<file path="src/rtl/dacw_pkg.sv">
package dacw_pkg;

    typedef enum logic [1:0] {
        WG_IDLE = 2'd0,
        WG_UP   = 2'd1,
        WG_DOWN = 2'd2,
        WG_HOLD = 2'd3
    } wg_state_t;

endpackage

</file>
<file path="src/rtl/dacw_sync.sv">
module dacw_sync #(
    parameter int STAGES = 2
) (
    input  logic clk,
    input  logic rst_n,
    input  logic async_in,
    output logic rise
);
    logic [STAGES-1:0] chain_q;
    logic              last_q;

    generate
        for (genvar g = 0; g < STAGES; g++) begin : g_stage
            if (g == 0) begin : g_first
                always_ff @(posedge clk or negedge rst_n) begin
                    if (!rst_n) chain_q[0] <= 1'b0;
                    else        chain_q[0] <= async_in;
                end
            end else begin : g_next
                always_ff @(posedge clk or negedge rst_n) begin
                    if (!rst_n) chain_q[g] <= 1'b0;
                    else        chain_q[g] <= chain_q[g-1];
                end
            end
        end
    endgenerate

    always_ff @(posedge clk or negedge rst_n) begin
        if (!rst_n) last_q <= 1'b0;
        else        last_q <= chain_q[STAGES-1];
    end

    assign rise = chain_q[STAGES-1] & ~last_q;

    // an edge pulse lasts one cycle only
    p_single_pulse_r5: assert property (@(posedge clk) disable iff (!rst_n)
        rise |=> !rise);

endmodule

</file>
<file path="src/rtl/dacw_justify.sv">
module dacw_justify #(
    parameter int DW = 16,
    parameter int CW = 12
) (
    input  logic [DW-1:0] word,
    input  logic          left,
    output logic [CW-1:0] code
);
    localparam int SHIFT = DW - CW;

    generate
        if (SHIFT == 0) begin : g_same
            assign code = word;
        end else begin : g_pick
            assign code = left ? word[DW-1:SHIFT] : word[CW-1:0];
        end
    endgenerate

endmodule

</file>
<file path="src/rtl/dacw_wavegen.sv">
module dacw_wavegen
    import dacw_pkg::*;
#(
    parameter int CW = 12
) (
    input  logic          clk,
    input  logic          rst_n,
    input  logic          run,
    input  logic          tick,
    input  logic          up_en,
    input  logic          down_en,
    input  logic [CW-1:0] step_val,
    input  logic [CW-1:0] min_val,
    input  logic [CW-1:0] max_val,
    output logic          active,
    output logic [CW-1:0] wave
);
    wg_state_t     st_q, st_n;
    logic [CW-1:0] val_q, val_n, val_pre;
    logic [CW:0]   add_sum, floor_sum;
    logic          up_over, dn_under;
    logic [CW-1:0] up_sat, dn_sat;

    assign add_sum   = {1'b0, val_q} + {1'b0, step_val};
    assign floor_sum = {1'b0, min_val} + {1'b0, step_val};
    assign up_over   = add_sum > {1'b0, max_val};
    assign dn_under  = {1'b0, val_q} < floor_sum;
    assign up_sat    = up_over ? max_val : add_sum[CW-1:0];
    assign dn_sat    = dn_under ? min_val : (val_q - step_val);

    // state register
    always_ff @(posedge clk or negedge rst_n) begin
        if (!rst_n) begin
            st_q  <= WG_IDLE;
            val_q <= '0;
        end else begin
            st_q  <= st_n;
            val_q <= val_n;
        end
    end

    // next state and value
    always_comb begin
        st_n    = st_q;
        val_pre = val_q;
        if (!run) begin
            st_n = WG_IDLE;
        end else begin
            unique case (st_q)
                WG_IDLE: begin
                    val_pre = min_val;
                    if (up_en)        st_n = WG_UP;
                    else if (down_en) st_n = WG_DOWN;
                    else              st_n = WG_HOLD;
                end
                WG_UP: begin
                    if (tick) begin
                        if (!up_en) begin
                            st_n = down_en ? WG_DOWN : WG_HOLD;
                        end else if (!up_over) begin
                            val_pre = add_sum[CW-1:0];
                        end else if (val_q < max_val) begin
                            val_pre = max_val;
                        end else if (down_en) begin
                            st_n    = WG_DOWN;
                            val_pre = dn_sat;
                        end else begin
                            val_pre = min_val;
                        end
                    end
                end
                WG_DOWN: begin
                    if (tick) begin
                        if (!down_en) begin
                            st_n = up_en ? WG_UP : WG_HOLD;
                        end else if (!dn_under) begin
                            val_pre = val_q - step_val;
                        end else if (val_q > min_val) begin
                            val_pre = min_val;
                        end else if (up_en) begin
                            st_n    = WG_UP;
                            val_pre = up_sat;
                        end else begin
                            val_pre = max_val;
                        end
                    end
                end
                WG_HOLD: begin
                    if (tick) begin
                        if (up_en)        st_n = WG_UP;
                        else if (down_en) st_n = WG_DOWN;
                    end
                end
            endcase
        end
    end

    // output value with limit clamp whenever the engine runs
    always_comb begin
        val_n = val_pre;
        if (st_n != WG_IDLE) begin
            if (val_pre > max_val)      val_n = max_val;
            else if (val_pre < min_val) val_n = min_val;
        end
    end

    assign active = (st_q != WG_IDLE);
    assign wave   = val_q;

    // entry loads the lower limit
    p_entry_min_r6: assert property (@(posedge clk) disable iff (!rst_n)
        (st_q == WG_IDLE && run && min_val <= max_val) |=> (val_q == $past(min_val)));

    // value held inside the limits while they are steady
    p_in_range_r11: assert property (@(posedge clk) disable iff (!rst_n)
        (st_q != WG_IDLE && $stable(min_val) && $stable(max_val) && min_val <= max_val)
        |-> (val_q >= min_val && val_q <= max_val));

endmodule

</file>
<file path="src/rtl/dac_wavefront.sv">
module dac_wavefront #(
    parameter int DW          = 16,
    parameter int CW          = 12,
    parameter int SYNC_STAGES = 2
) (
    input  logic          clk,
    input  logic          rst_n,
    input  logic          wr_en,
    input  logic [DW-1:0] wr_data,
    input  logic          fmt_left,
    input  logic          sync_en,
    input  logic          sync_in,
    input  logic          auto_en,
    input  logic          up_en,
    input  logic          down_en,
    input  logic [CW-1:0] step_val,
    input  logic [CW-1:0] min_val,
    input  logic [CW-1:0] max_val,
    input  logic          filt_req,
    output logic [CW-1:0] dac_code,
    output logic          filt_bad
);
    logic [DW-1:0] data_q;
    logic [CW-1:0] sample;
    logic [CW-1:0] manual_q;
    logic [CW-1:0] wave;
    logic          sync_rise;
    logic          wave_active;
    logic          tick;

    always_ff @(posedge clk or negedge rst_n) begin
        if (!rst_n)     data_q <= '0;
        else if (wr_en) data_q <= wr_data;
    end

    dacw_justify #(.DW(DW), .CW(CW)) u_just (
        .word (data_q),
        .left (fmt_left),
        .code (sample)
    );

    dacw_sync #(.STAGES(SYNC_STAGES)) u_sync (
        .clk      (clk),
        .rst_n    (rst_n),
        .async_in (sync_in),
        .rise     (sync_rise)
    );

    always_ff @(posedge clk or negedge rst_n) begin
        if (!rst_n)                     manual_q <= '0;
        else if (!sync_en || sync_rise) manual_q <= sample;
    end

    assign tick = sync_en ? sync_rise : 1'b1;

    dacw_wavegen #(.CW(CW)) u_wave (
        .clk      (clk),
        .rst_n    (rst_n),
        .run      (auto_en),
        .tick     (tick),
        .up_en    (up_en),
        .down_en  (down_en),
        .step_val (step_val),
        .min_val  (min_val),
        .max_val  (max_val),
        .active   (wave_active),
        .wave     (wave)
    );

    assign dac_code = wave_active ? wave : manual_q;
    assign filt_bad = filt_req & auto_en & ~sync_en;

    // free-running manual path follows the justified word one edge later
    p_async_follow_r4: assert property (@(posedge clk) disable iff (!rst_n)
        (!auto_en && !sync_en) |=> (dac_code == $past(sample)));

    // gated manual register is frozen without a sync edge
    p_sync_hold_r5: assert property (@(posedge clk) disable iff (!rst_n)
        (sync_en && !sync_rise) |=> $stable(manual_q));

endmodule

</file>
<file path="config.mk">
export PLATFORM = sky130hd
export DESIGN_NAME = dac_wavefront
export DESIGN_NICKNAME = d
export VERILOG_FILES = /design/src/rtl/dacw_pkg.sv /design/src/rtl/dacw_sync.sv /design/src/rtl/dacw_justify.sv /design/src/rtl/dacw_wavegen.sv /design/src/rtl/dac_wavefront.sv
export SDC_FILE = /design/constraint.sdc
export NUM_CORES = 1
export LEC_CHECK = 0
export CORE_ASPECT_RATIO = 0.5
export CORE_MARGIN = 2
export CORE_UTILIZATION = 45
export CTS_BUF_LIST = sky130_fd_sc_hd__clkbuf_8
export DETAILED_ROUTE_END_ITERATION = 10
export DONT_BUFFER_PORTS = 1
export PLACE_DENSITY = 0.69
export RECOVER_POWER = 25
export SETUP_SLACK_MARGIN = 0.1
export SYNTH_ARGS = -nofsm -noshare
export SYNTH_HDL_FRONTEND = slang
export SYNTH_SLANG_ARGS = --single-unit
</file>
<file path="constraint.sdc">
create_clock -name clk -period 6.6 [get_ports clk]
set_clock_uncertainty 0.1 [all_clocks]
set_input_delay 0.66 -clock clk [delete_from_list [all_inputs] [get_ports clk]]
set_output_delay 0.66 -clock clk [all_outputs]
set_load 0.01 [all_outputs]
</file>
=== Word level (Yosys, flattened, before mapping) ===
Cells that the tools add are included.

* Add/sub/neg operators: 3
* Multiplexer cells: 37
* Eq/ne operators: 3
* Magnitude comparators: 6
* Reductions and logical operators: 5
* Bitwise operators: 5

{| class="wikitable"
|+ Operator list
! operator !! count
|-
| $mux 12 || 18
|-
| $pmux 12 s3 || 1
|-
| $mux 2 || 15
|-
| $add 12x12->13 || 2
|-
| $gt 12x12->1 || 2
|-
| $lt 12x12->1 || 2
|-
| $gt 13x12->1 || 1
|-
| $lt 12x13->1 || 1
|-
| $sub 12x12->12 || 1
|-
| $pmux 2 s4 || 1
|-
| $eq 2x2->1 const B || 2
|-
| $reduce_bool 2->1 || 2
|-
| $and 1x1->1 || 3
|-
| $eq 2x1->1 const B || 1
|-
| $logic_not 2->1 || 1
|-
| $mux 1 || 2
|-
| $not 1->1 || 2
|-
| $logic_not 1->1 || 1
|-
| $logic_or 1x1->1 || 1
|}

* Input bits: 62
* Output and inout bits: 13
* Register bits after elaboration: 45

=== Longest topological paths before layout ===
* Word-level depth: 14
* Mapped depth: 36
* Mapped depth without buffers: 34

=== Cells and area by module ===
From an unflattened synthesis, not the netlist that was laid out.

* Cell total of the unflattened synthesis: 839
* Area total of the unflattened synthesis: 6876.6 um2

{| class="wikitable"
|+ Modules (own cells, without submodules)
! module !! area an instance (um2) !! seq. area each (um2) !! instances !! cells an instance
|-
| dacw_wavegen || 5356.4 || 350.3 || 1 || 747
|-
| dac_wavefront || 1247.4 || 700.7 || 1 || 75
|-
| dacw_justify || 183.9 || 0.0 || 1 || 13
|-
| dacw_sync || 88.8 || 75.1 || 1 || 4
|}

=== Worst setup path before layout ===
No wires, ideal clock.

* Path type: in2reg
* From: in step_val[1]
* To: reg u_wave.val_q[6] (netlist: u_wave.wave[6])
* Buffers on the path: 1
* Setup time: 0.126 ns
* Data arrival time: 6.527 ns
* Path slack: -0.153 ns
* Stages: 33
* Cells stage by stage: ha_1 a21o_1 a21oi_1 o21bai_1 a21oi_1 o21bai_1 a21oi_1 o21ai_0 o21a_1 o21a_1 nor2_1 xor2_1 ha_1 nand3_1 or2_2 o221ai_2 nand2_1 mux2i_1 nand2_1 and3_1 a2111oi_0 inv_1 ha_1 a21o_1 a21o_1 a21oi_1 o21ai_0 a21o_1 a21oi_1 o2111ai_1 a2bb2oi_1 buf_6 a221o_1

* Cells in the longest elaborated chain, start to end: 14
* Elaborated cells between the ends (all ways): 33
* Classes of those cells: 3 x add/sub; 4 x order compare; 25 x mux; 1 x reduce/logical

{| class="wikitable"
|+ Ends and longest elaborated chain
! element !! line !! source
|-
| start: declaration || dac_wavefront.sv:16 || <nowiki>input logic [CW-1:0] step_val,</nowiki>
|-
| $add 12x12->13 (on tied branches) || dacw_wavegen.sv:24, dacw_wavegen.sv:25 ||
|-
| $gt 13x12->1 / $lt 12x13->1 (equally long branches) || dacw_wavegen.sv:26, dacw_wavegen.sv:27 ||
|-
| $mux 12 (on tied branches) || dacw_wavegen.sv:28, dacw_wavegen.sv:29 ||
|-
| $mux 12 (on tied branches) || dacw_wavegen.sv:80, dacw_wavegen.sv:64 ||
|-
| $mux 12 (on tied branches) || dacw_wavegen.sv:78, dacw_wavegen.sv:62 ||
|-
| $mux 12 (on tied branches) || dacw_wavegen.sv:76, dacw_wavegen.sv:60 ||
|-
| $mux 12 (on tied branches) || dacw_wavegen.sv:74, dacw_wavegen.sv:58 ||
|-
| $mux 12 (on tied branches) || dacw_wavegen.sv:73, dacw_wavegen.sv:57 ||
|-
| $pmux 12 s3 || dacw_wavegen.sv:49 || <nowiki>unique case (st_q)</nowiki>
|-
| $mux 12 || dacw_wavegen.sv:46 || <nowiki>if (!run) begin</nowiki>
|-
| $lt 12x12->1 || dacw_wavegen.sv:103 || <nowiki>else if (val_pre < min_val) val_n = min_val;</nowiki>
|-
| $mux 12 || dacw_wavegen.sv:103 ||
|-
| $mux 12 || dacw_wavegen.sv:102 || <nowiki>if (val_pre > max_val) val_n = max_val;</nowiki>
|-
| $mux 12 (*) || dacw_wavegen.sv:101 || <nowiki>if (st_n != WG_IDLE) begin</nowiki>
|-
| via u_wave.val_n[6] || dacw_wavegen.sv:19 || <nowiki>logic [CW-1:0] val_q, val_n, val_pre;</nowiki>
|-
| end signal: assignment || dacw_wavegen.sv:38 || <nowiki>val_q <= val_n;</nowiki>
|-
| end: declaration || dacw_wavegen.sv:19 ||
|}

Mark *: on every way through the listed nets, which the timed path passes. The rest lies on a longest branch.
A chain may end at the register's enable or synchronous reset.

=== Worst setup path in the final report ===
* From: reg u_wave.val_q[1] (netlist: u_wave.wave[1])
* To: reg u_wave.val_q[9] (netlist: u_wave.wave[9])

* Cells in the longest elaborated chain, start to end: 14
* Elaborated cells between the ends (all ways): 36
* Classes of those cells: 2 x add/sub; 6 x order compare; 27 x mux; 1 x reduce/logical

{| class="wikitable"
|+ Ends and longest elaborated chain
! element !! line !! source
|-
| $add 12x12->13 || dacw_wavegen.sv:24 || <nowiki>assign add_sum = {1'b0, val_q} + {1'b0, step_val};</nowiki>
|-
| $gt 13x12->1 || dacw_wavegen.sv:26 || <nowiki>assign up_over = add_sum > {1'b0, max_val};</nowiki>
|-
| $mux 12 || dacw_wavegen.sv:28 || <nowiki>assign up_sat = up_over ? max_val : add_sum[CW-1:0];</nowiki>
|-
| $mux 12 || dacw_wavegen.sv:80 || <nowiki>end else if (up_en) begin</nowiki>
|-
| $mux 12 || dacw_wavegen.sv:78 || <nowiki>end else if (val_q > min_val) begin</nowiki>
|-
| $mux 12 || dacw_wavegen.sv:76 || <nowiki>end else if (!dn_under) begin</nowiki>
|-
| $mux 12 || dacw_wavegen.sv:74 || <nowiki>if (!down_en) begin</nowiki>
|-
| $mux 12 || dacw_wavegen.sv:73 || <nowiki>if (tick) begin</nowiki>
|-
| $pmux 12 s3 || dacw_wavegen.sv:49 ||
|-
| $mux 12 || dacw_wavegen.sv:46 ||
|-
| $lt 12x12->1 || dacw_wavegen.sv:103 ||
|-
| $mux 12 || dacw_wavegen.sv:103 ||
|-
| $mux 12 || dacw_wavegen.sv:102 ||
|-
| $mux 12 (*) || dacw_wavegen.sv:101 ||
|-
| via u_wave.val_n[9] || dacw_wavegen.sv:19 ||
|}

Marks and branches as above.

==> summary.md <==
| Metric | Value |
|---|---|
| Die footprint | between 0.01 and 0.015 mm2 |
| Number of buffer and inverter instances along the worst setup path | 6 |
| DR pass1 iterations | 5 |
| Number of setup violations in the final report | 0 |
| Dominant delay contributor by cell family on the critical path | compound AO/OA/AOI/OAI gates |
| Terminating pin of the worst hold path | u_sync.chain_q[1] |
| Cell depth of the worst hold path | 0 |
| Core area | ~0.014 mm2 |
| Number of global-route vias before repair | between 6000 and 7000 |
| Placement Rows | 30 |
| RR Startpoint | u_wave.wave[1] |
| Worst setup EP type | flop |
| Req. time, crit path | approximately 6.7 ns |
| Synth top area cells | sky130_fd_sc_hd__ha_1 21%, sky130_fd_sc_hd__dfrtp_1 18%, sky130_fd_sc_hd__a21oi_1 7.2% |
| Fraction of the cycle the final worst path needs | 0.9774 |
| Pin count of the biggest net entering global routing | 46 |
| Critical Path Start Type | flop |
| Area of the mapped netlist | 0.006213 mm2 |
| Setup total negative slack | 0 ns |
| Most area-hungry cell type in the Yosys netlist | sky130_fd_sc_hd__ha_1 |
| Maximum ir drop on the vdd rail | between 0.15 and 0.2 mV |
| Final max-slew violation count | 46 |
| Placed Cells incl. Taps | 1032 |
| Number of max-capacitance violations reported | 1 |
| Critical setup path kind | reg -> reg |
| Register bit total from synthesis | 45 |
| Area growth from synthesis to layout | 24.71% |
| Fin area | 0.007749 mm2 |
| Final antenna diode count | 0 |
| Slew at the pin closest to its max-slew limit | between 2 and 2.5 ns |
| Final layout net count | ~1100 |
| Worst hold-check path type | reg -> reg |
| Mean post-synth cell area | between 7 and 8 um2 |
| Clk slew on worst S/H paths | 0.09 ns |
| Top fanout value on the critical path | 6 |
| Register-to-Register Setup Slack | ~0.15 ns |
| Post-synth EDFFs | 0 |
| Sequential area share after synthesis | 0.1812 |
| RSZ-0062 raised after global routing | true |
| Via-to-Cell Ratio | slightly above 6 |
| Yosys synthesis warning count | 0 |
| Violations in the final reports | capacitance limit, slew limit |
| Global-route congestion overflow total | 0 |
| Number of buffers on the longest clock path | 2 |
| Source of the worst hold timing path | u_sync.chain_q[0] |
| Fraction of synthesis flops using an asynchronous set or reset pin | 1.000 |
| H-tree depth | 2 |
| Initial core utilization | 0.4598 |
| Total placed instance area | approximately 0.0071 mm2 |
| Static Leakage | ~0.0037 uW |
| Routed wire per std cell | between 20 and 25 um |
| Violation count after the first detailed-routing iteration | ~680 |
| Power Dens Cells | between 400 and 500 mW/mm2 |
| Clock sink count | 45 |
| Number of clock buffers inserted by TritonCTS | 5 |
| Netlist cell types | 65 |
| Share of layout cells above drive strength 1 | 0.2593 |
| CTS tree | built |
| Reg2Reg Depth | 33 |
| Final Critical Period | about 6.5 ns |
| Top FF cell, synth | sky130_fd_sc_hd__dfrtp_1 |
| DRC violations left | 0 |
| Final wirelength | between 20000 and 25000 um |
| Via total after detailed routing | approximately 6600 |
| CP arrival | 6.54 ns |
| Max-slew headroom at the worst pin | -0.5915 |
| Net count after synthesis | ~950 |
| Proportion of netlist area held by the largest area contributor | 0.2094 |
| IO Count | 75 |
| Clk Latency, worst-skew pair | 0.30 ns |
| Post-detailed-placement half-perimeter wirelength | approximately 18000 um |
| Critical Path Max Stage Delay | 0.48 ns |
| Cell with the largest stage delay on the worst path | sky130_fd_sc_hd__dfrtp_2 |
| Global-route wire length before repair | ~34000 um |
| Number of antenna violations at the first check in global routing | 0 |
| Antenna viol nets, final | 0 |
| Clk Tree Root Cell | sky130_fd_sc_hd__clkbuf_8 |
| Global-route usage over all layers | 0.2940 |
| Overall die width | between 150 and 200 um |
| Result of the run | finished, violations left |
| Highest Clock Rate | roughly 160 MHz |
| Count of input and output buffers | 0 |
| Critical register-to-register path endpoint | u_wave.wave[9] |
| Final Hold Vio Count | 0 |
| Die height | 87.09 um |
| Syn Inst Count | roughly 800 |
| Weighted congestion reported at the end of routability-driven placement | between 1 and 1.5 |
| Non-filler cells, final | 1063 |
power breakdown:
part | total (uW) | switching, uW | internal (uW)
Sequential | 413 | 75.2 | 337
Combinational | 3040 | 1620 | 1410
Clock | 184 | 98.8 | 85.0
Total | 3630 | 1800 | 1840
cells in the mapped netlist (all sizes together) (3+ instances only):
cell type and number:
nor2b 9, nand3 17, o21ai 45, mux2 30, a22oi 4, mux2i 19
a221o 7, buf 10, a221oi 4, nor2 68, o31ai 4, a211o 4
nand2 58, a21o 16, and3 4, o221ai 3, and2 5, o22ai 9
nor3 7, dfrtp 45, a31oi 8, a211oi 10, nand2b 8, o211ai 16
nand4 10, fa 3, xnor2 19, or2 4, o21a 6, or3 3
a21oi 89, xor2 9, inv 65, ha 104, clkbuf 17, o21bai 7
layout make-up:
type	instances	area (um2)
Fill cell	1255	5764
Multi-Input combinational cell	641	5050
Sequential cell	45	1129
Timing Repair Buffer	128	1010
Inverter	65	244.0
Tap cell	176	220.2
Clock buffer	6	82.58
Clock inverter	2	13.76
how the worst max path moves through the flow:
stage	startpoint	to	slack (ns)	depth (start not counted)
2_1_floorplan	step_val[1]	u_wave.wave[6]	0.11	33
5_1_grt	u_wave.wave[1]	u_wave.wave[11]	-0.13	31
3_3_place_gp	step_val[1]	u_wave.wave[0]	-0.34	36
3_5_place_dp	step_val[1]	u_wave.wave[0]	-0.36	36
4_1_cts	u_wave.wave[1]	u_wave.wave[9]	0.10	34
6_report	u_wave.wave[1]	u_wave.wave[9]	0.15	33
cell usage in the layout (no fill, tap or decap), types with 4 or more instances in the layout:
cell type,count
sky130_fd_sc_hd__a211o_1,4
sky130_fd_sc_hd__a211oi_1,7
sky130_fd_sc_hd__a21o_1,16
sky130_fd_sc_hd__a21oi_1,79
sky130_fd_sc_hd__a21oi_2,9
sky130_fd_sc_hd__a221o_1,7
sky130_fd_sc_hd__a31oi_1,6
sky130_fd_sc_hd__and2_1,5
sky130_fd_sc_hd__buf_4,116
sky130_fd_sc_hd__buf_6,8
sky130_fd_sc_hd__clkbuf_8,6
sky130_fd_sc_hd__dfrtp_1,43
sky130_fd_sc_hd__ha_1,99
sky130_fd_sc_hd__ha_4,5
sky130_fd_sc_hd__inv_1,63
sky130_fd_sc_hd__mux2_2,29
sky130_fd_sc_hd__mux2i_1,19
sky130_fd_sc_hd__nand2_1,55
sky130_fd_sc_hd__nand2b_1,7
sky130_fd_sc_hd__nand3_1,13
sky130_fd_sc_hd__nand3_2,4
sky130_fd_sc_hd__nand4_1,10
sky130_fd_sc_hd__nor2_1,66
sky130_fd_sc_hd__nor2b_1,8
sky130_fd_sc_hd__nor3_1,5
sky130_fd_sc_hd__o211ai_1,16
sky130_fd_sc_hd__o21a_1,6
sky130_fd_sc_hd__o21ai_0,37
sky130_fd_sc_hd__o21ai_1,4
sky130_fd_sc_hd__o21ai_2,4
sky130_fd_sc_hd__o21bai_1,7
sky130_fd_sc_hd__o22ai_1,9
sky130_fd_sc_hd__xnor2_1,16
sky130_fd_sc_hd__xor2_1,9
flip-flops by register name, summed over array words and instances (netlist names):
| register | count |
|---|---|
| data_q | 16 |
| manual_q | 12 |
| u_wave.wave | 12 |
| u_sync.chain_q | 2 |
| u_wave.st_q | 2 |
| u_sync.last_q | 1 |
routing by layer:
metal	global-route usage	wire length, um
met3	0.07497	2501
met4	0.06449	496
met1	0.4320	10360
met2	0.4309	8773
met5	0	0
logic make-up (layout without fill, tap and decap cells):
| kind of cell | Yosys count | in the layout | synth area share |
|---|---|---|---|
| flops | 45 | 45 | 0.1812 |
| mux | 49 | 49 | 0.08498 |
| fa+ha+maj | 107 | 107 | 0.2191 |
| compound gates | 256 | 256 | 0.2654 |
| xor+xnor | 28 | 28 | 0.03947 |
| simple gates | 201 | 201 | 0.1492 |
| buf+inv | 92 | 201 | 0.06061 |
per-stage QoR:
stage | utilization | hold slack (ns) | total power [uW] | setup slack [ns]
2_1_floorplan | - | 0.2312 | 2008 | 0.1123
3_3_place_gp | 0.5280 | 0.2327 | 3013 | -0.3448
3_5_place_dp | 0.5280 | 0.2413 | 3037 | -0.3620
4_1_cts | 0.5473 | 0.09211 | 3306 | 0.1048
5_1_grt | 0.5734 | 0.2717 | 3894 | -0.1322
6_report | 0.5734 | 0.2595 | 3635 | 0.1490
what timing repair did:
item	in CTS	in global routing
setup buffers	13	8
cloned	0	1
pin swaps	16	43
resized for setup	13	62
endpoints found under the setup margin	12	12
hold endpoints to repair	45	0
hold buffers	1	0
(Power assumes the default switching activity.)
